`config.mk`:
```
export PLATFORM = sky130hd
export DESIGN_NAME = cnt_watch
export DESIGN_NICKNAME = d
export VERILOG_FILES = /design/src/rtl/cnt_watch_pkg.sv /design/src/rtl/cnt_watch_track.sv /design/src/rtl/cnt_watch_judge.sv /design/src/rtl/cnt_watch_latch.sv /design/src/rtl/cnt_watch.sv
export SDC_FILE = /design/constraint.sdc
export NUM_CORES = 1
export LEC_CHECK = 0
export BUFFER_PORTS_ARGS = -buffer_cell sky130_fd_sc_hd__buf_2
export CAP_MARGIN = 10
export CORE_AREA = 2 2 39 41
export DETAILED_ROUTE_END_ITERATION = 7
export DIE_AREA = 0 0 41 43
export GPL_ROUTABILITY_DRIVEN = 0
export PLACE_DENSITY_LB_ADDON = 0.08
export SLEW_MARGIN = 20
export SYNTH_ARGS = -nofsm -noshare
export SYNTH_HDL_FRONTEND = slang
export SYNTH_SLANG_ARGS = --single-unit
```
`constraint.sdc`:
```
create_clock -name clk -period 1.75 [get_ports clk]
set_clock_uncertainty 0.2 [all_clocks]
set_input_delay 0.35 -clock clk [delete_from_list [all_inputs] [get_ports clk]]
set_output_delay 0.35 -clock clk [all_outputs]
set_load 0.01 [all_outputs]
```
`src/rtl/cnt_watch_pkg.sv`:
```
`timescale 1ns/1ps
// Shared types of the counter checker.
// Assumes: none beyond a single clock domain.
package cnt_watch_pkg;

    // Tracking mode of the observed counter
    typedef enum logic [1:0] {
        MODE_UNSYNC = 2'd0,
        MODE_IDLE   = 2'd1,
        MODE_COUNT  = 2'd2
    } mode_e;

    // Which rule produced the current expectation
    typedef enum logic [2:0] {
        RULE_NONE  = 3'd0,
        RULE_RST   = 3'd1,
        RULE_START = 3'd2,
        RULE_SEQ   = 3'd3,
        RULE_IDLE  = 3'd4
    } rule_e;

    // One bit per broken rule
    typedef struct packed {
        logic seq_bad;
        logic after_rst_bad;
        logic after_start_bad;
        logic idle_moved;
        logic overlap;
    } viol_t;

endpackage

```
`src/rtl/cnt_watch_track.sv`:
```
`timescale 1ns/1ps
// Expectation tracker: follows the mode of the observed counter.
// From the samples of one edge it forms the value due at the next edge.
// Reset has priority over start, and start has priority over counting.
// While counting, the expectation comes from the observed count, so one
// bad value is reported once.
// Assumes: rst_n is synchronous and active low.
module cnt_watch_track
    import cnt_watch_pkg::*;
#(
    parameter int W = 4
) (
    input  logic         clk,
    input  logic         rst_n,
    input  logic         mon_rst,
    input  logic         mon_start,
    input  logic [W-1:0] mon_count,
    output rule_e        rule_q,
    output logic [W-1:0] exp_q
);

    mode_e        mode_q;
    mode_e        mode_d;
    rule_e        rule_d;
    logic [W-1:0] exp_d;

    // Next mode, next rule and next expected value
    always_comb begin
        mode_d = mode_q;
        rule_d = RULE_NONE;
        exp_d  = '0;
        if (mon_rst) begin
            mode_d = MODE_IDLE;
            rule_d = RULE_RST;
        end else if (mon_start) begin
            mode_d = MODE_COUNT;
            rule_d = RULE_START;
            exp_d  = W'(1);
        end else begin
            case (mode_q)
                MODE_COUNT: begin
                    rule_d = RULE_SEQ;
                    exp_d  = mon_count + W'(1);
                end
                MODE_IDLE: rule_d = RULE_IDLE;
                default:   rule_d = RULE_NONE;
            endcase
        end
    end

    // State registers with synchronous active-low reset
    always_ff @(posedge clk) begin
        if (!rst_n) begin
            mode_q <= MODE_UNSYNC;
            rule_q <= RULE_NONE;
            exp_q  <= '0;
        end else begin
            mode_q <= mode_d;
            rule_q <= rule_d;
            exp_q  <= exp_d;
        end
    end

    // a sampled reset must leave the tracker expecting zero
    a_r4_idle_expect: assert property (@(posedge clk) disable iff (!rst_n)
        (mon_rst) |=> (exp_q == '0));

endmodule

```
`src/rtl/cnt_watch_judge.sv`:
```
`timescale 1ns/1ps
// Rule judge: compares the observed count with the expectation and
// classifies each violation by the rule that set the expectation.
// Comparison is suspended while the observed reset is high.
// Assumes: inputs are sampled on the same edge as the tracker.
module cnt_watch_judge
    import cnt_watch_pkg::*;
#(
    parameter int W = 4
) (
    input  rule_e        rule_q,
    input  logic [W-1:0] exp_q,
    input  logic         mon_rst,
    input  logic         mon_start,
    input  logic [W-1:0] mon_count,
    output viol_t        viol,
    output logic         hit
);

    logic mismatch;

    // Per-rule violation decode
    always_comb begin
        mismatch             = (mon_count != exp_q) && !mon_rst;
        viol.seq_bad         = mismatch && (rule_q == RULE_SEQ);
        viol.after_rst_bad   = mismatch && (rule_q == RULE_RST);
        viol.after_start_bad = mismatch && (rule_q == RULE_START);
        viol.idle_moved      = mismatch && (rule_q == RULE_IDLE);
        viol.overlap         = mon_rst && mon_start;
        hit                  = |viol;
    end

endmodule

```
`src/rtl/cnt_watch_latch.sv`:
```
`timescale 1ns/1ps
// Error latch: registers the one-cycle pulse and the sticky flag.
// Assumes: rst_n is synchronous and active low, and it alone clears the flag.
module cnt_watch_latch (
    input  logic clk,
    input  logic rst_n,
    input  logic hit,
    output logic err_flag,
    output logic err_pulse
);

    // Pulse follows each detection, flag accumulates
    always_ff @(posedge clk) begin
        if (!rst_n) begin
            err_pulse <= 1'b0;
            err_flag  <= 1'b0;
        end else begin
            err_pulse <= hit;
            err_flag  <= err_flag | hit;
        end
    end

    // flag is sticky until the checker reset
    a_r6_sticky: assert property (@(posedge clk) disable iff (!rst_n)
        err_flag |=> err_flag);

    // pulse never appears without the flag
    a_r7_pulse_flag: assert property (@(posedge clk) disable iff (!rst_n)
        err_pulse |-> err_flag);

endmodule

```
`src/rtl/cnt_watch.sv`:
```
`timescale 1ns/1ps
// On-line checker for a start-gated up-counter of W bits.
// It checks the values after reset and after start, the increment while
// counting, zero while idle, and flags reset and start asserted together.
// Assumes: the observed inputs are stable around the rising edge of clk.
module cnt_watch
    import cnt_watch_pkg::*;
#(
    parameter int W = 4
) (
    input  logic         clk,
    input  logic         rst_n,
    input  logic         mon_rst,
    input  logic         mon_start,
    input  logic [W-1:0] mon_count,
    output logic         err_flag,
    output logic         err_pulse
);

    rule_e        rule_q;
    logic [W-1:0] exp_q;
    viol_t        viol;
    logic         hit;

    cnt_watch_track #(.W(W)) u_track (
        .clk       (clk),
        .rst_n     (rst_n),
        .mon_rst   (mon_rst),
        .mon_start (mon_start),
        .mon_count (mon_count),
        .rule_q    (rule_q),
        .exp_q     (exp_q)
    );

    cnt_watch_judge #(.W(W)) u_judge (
        .rule_q    (rule_q),
        .exp_q     (exp_q),
        .mon_rst   (mon_rst),
        .mon_start (mon_start),
        .mon_count (mon_count),
        .viol      (viol),
        .hit       (hit)
    );

    cnt_watch_latch u_latch (
        .clk       (clk),
        .rst_n     (rst_n),
        .hit       (hit),
        .err_flag  (err_flag),
        .err_pulse (err_pulse)
    );

    // a nonzero count after a sampled reset is reported
    a_r2_rst_zero: assert property (@(posedge clk) disable iff (!rst_n)
        ($past(rst_n) && $past(mon_rst) && !mon_rst && (mon_count != '0))
        |=> err_pulse);

    // a count other than one after a sampled start is reported
    a_r3_start_one: assert property (@(posedge clk) disable iff (!rst_n)
        ($past(rst_n) && $past(mon_start) && !$past(mon_rst) && !mon_rst
         && (mon_count != W'(1)))
        |=> err_pulse);

    // reset together with start is reported
    a_r5_overlap: assert property (@(posedge clk) disable iff (!rst_n)
        (mon_rst && mon_start) |=> err_pulse);

endmodule

```
==> impl_metrics.csv <==
group,metric,value,unit
outcome,status,"finished, final reports clean",
timing,finalHoldViolations,0,
floorplanning,num_rows,14,
timing,max_freq,0.780,GHz
synthesis,avgSynthCellArea,9.34,µm²
final_layout,final_cells,76,
grt,grt_max_degree,7,
power_and_ir_drop,irDropWorstVdd,0.576,mV
cts,cts.clk_slew.worst_paths,0.07,ns
route,vias_per_cell,4.66,
synthesis,synthSimpleGateAreaFrac,24.5,%
timing,slew-limit-headroom,73.7,%
setup_path,cp-start-kind,"flop",
timing,rsz0062_at_grt,"false",
synthesis,yosys.area.top_type,"dfxtp_1",
synthesis,netlist_area,439,µm²
synthesis,synth_top_family_by_area,"simple AND/OR/NAND/NOR gates",
placed_design,place_area,504,µm²
final_layout,diodes,0,
grt,grt_usage,12.5,%
setup_path,cp_num_buf_inv,1,
timing,setup_violations,0,
synthesis,synth_mux_area_share,0,%
floorplanning,core_area,1380,µm²
synthesis,ys_seq_elements,11,
grt,overflow,0,
route,wl_per_cell,10.1,µm
synthesis,synthDistinctLibCells,19,
grt,antenna_found_initial,0,
cts,h-tree-depth,1,
cts,numCtsBuffers,3,
floorplanning,die_y,43,µm
setup_path,max_stage_delay,0.33,ns
final_layout,drive_above_1_share,21.7,%
timing,tightest_slew,0.393,ns
synthesis,synthCells,47,
setup_path,cp_slowest_cell,"dfxtp_1",
timing,drv_slew,0,
placed_design,dp_hpwl,612,µm
synthesis,ys_seq_area_share,50.1,%
synthesis,synth-compound-area-share,8.83,%
flow_run,maxCapViolCount,0,
placed_design,post-place-cells,72,
final_layout,stdcell_area,531,µm²
floorplanning,dieWidth,41,µm
power_and_ir_drop,power_density,929,nW/µm²
synthesis,yosys_warnings,0,
setup_path,crit_family,"flip-flops",
placed_design,place.port_buffers,9,
route,vias,354,
final_layout,fin_nets,70,
timing,setup-tns-final,0,ns
floorplanning,ios,10,
route,ant_nets,0,
final_layout,fillers,150,
cts,cts_tree,"done",
cts,clockBufferDepth,2,
final_layout,seq_area,220,µm²
hold_path,worst_hold_path_type,"in2reg",
timing,fin_ws,0.468,ns
grt,grt_pass1_vias,372,
cts,cts.repair.resized,0,
cts,postCtsSetupRepairBufs,0,
setup_path,critPathKind,"reg2out",
synthesis,netlist.area_leader.share,50.1,%
route,firstDrtPassIters,5,
route,drt_iter0_markers,5,
setup_path,crit_chain,"buf_2",
timing,layout_min_cycle_time,1.28,ns
cts,root_buffer,"clkbuf_4",
floorplanning,die_area,1760,µm²
synthesis,yosys-top-cells-area,"dfxtp_1, xor2_1, nor2_1",
cts,clkSinkCount,11,
route,routed_wl,766,µm
cts,cts_hold_buf,0,
synthesis,synthAdderAreaFrac,2.85,%
final_layout,multi_input_area,211,µm²
setup_path,cp_max_fo,2,
floorplanning,start_util,31.7,%
power_and_ir_drop,p_leak,0.247,nW
placed_design,pre_cts_ws,0.341,ns
grt,grt_pass1_wl,1.44,mm
setup_path,end_kind,"primary output",
setup_path,critPathArrivalTime,0.73,ns
route,drc,0,
timing,period_share,73.2,%
setup_path,cp.required,1.20,ns
cts,insertion_delay,0.27,ns
synthesis,synth_xor_area_share,12.0,%
synthesis,syn_nets,56,
final_layout,syn2layout_area_growth,20.8,%
stage by stage:
step	util [%]	power (mW)	hold slack, ns
finish	38.3	0.493	0.148
global route	38.3	0.523	0.161
CTS	38.3	0.503	0.146
detailed placement	36.4	0.328	0.307
global placement	36.4	0.328	0.304
floorplan	-	0.303	0.260
kinds of logic after synthesis:
group | count (synthesis)
AOI/OAI and AO/OA | 7
buffers and inverters | 2
xor gates and xnor gates | 6
DFF | 11
and+or+nand+nor | 20
adders and majority gates | 1
sequential cells by signal, indices dropped and copies added (netlist names):
register and flops:
u_latch.err_flag 1, u_track.exp_q 4, u_track.rule_q 3, u_latch.err_pulse 1
u_track.mode_q 2
cell usage in the layout (no fill, tap or decap), drive strengths merged:
cell    synthesis  routed
o22ai           1       1
nor3b           1       1
o21a            1       1
xnor2           1       1
and2b           1       1
and3            2       2
ha              1       1
xor2            5       5
o21ai           2       2
a21oi           3       3
dfxtp          11      11
nand3           3       3
nand2           1       1
nand2b          2       2
or3             1       1
clkbuf          0       4
buf             0       9
nor2            8       8
nor4            1       1
inv             2       2
final cells by class:
type / count / share of cell area, %
clock buffers: 4 / 4.95
inverters: 2 / 1.42
multi-input cells: 34 / 39.9
flip-flops and latches: 11 / 41.5
well taps: 16 / 3.77
repair buffers: 9 / 8.49
power by group:
part	switching, mW	internal (mW)
clock network	0.0836	0.0882
registers	0.00508	0.261
logic	0.0296	0.0251
total	0.118	0.375
synthesized netlist by cell type, drive strengths merged:
master / count
a21oi: 3
and2b: 1
and3: 2
dfxtp: 11
ha: 1
inv: 2
nand2: 1
nand2b: 2
nand3: 3
nor2: 8
nor3b: 1
nor4: 1
o21a: 1
o21ai: 2
o22ai: 1
or3: 1
xnor2: 1
xor2: 5
routing by layer:
metal	global-route usage, %	wire (µm)	vias up	share of wire, %
met4	2.00	0	0	0
met3	9.42	63	0	8.2
li1	-	-	183	-
met2	19.1	373	10	49
met1	13.7	329	161	43
met5	0	0	-	0
path summary, 6_finish.rpt:
path,slack [ns],cells after the start,end,from
setup reg to reg,0.55,3,u_latch.err_flag,u_track.rule_q[0]
hold reg to reg,0.31,1,u_track.rule_q[2],u_track.mode_q[0]
hold / removal,0.15,3,u_track.exp_q[3],mon_count[3]
setup / recovery,0.47,1,err_flag,u_latch.err_flag
No activity file was read; power rests on OpenSTA's default activity.
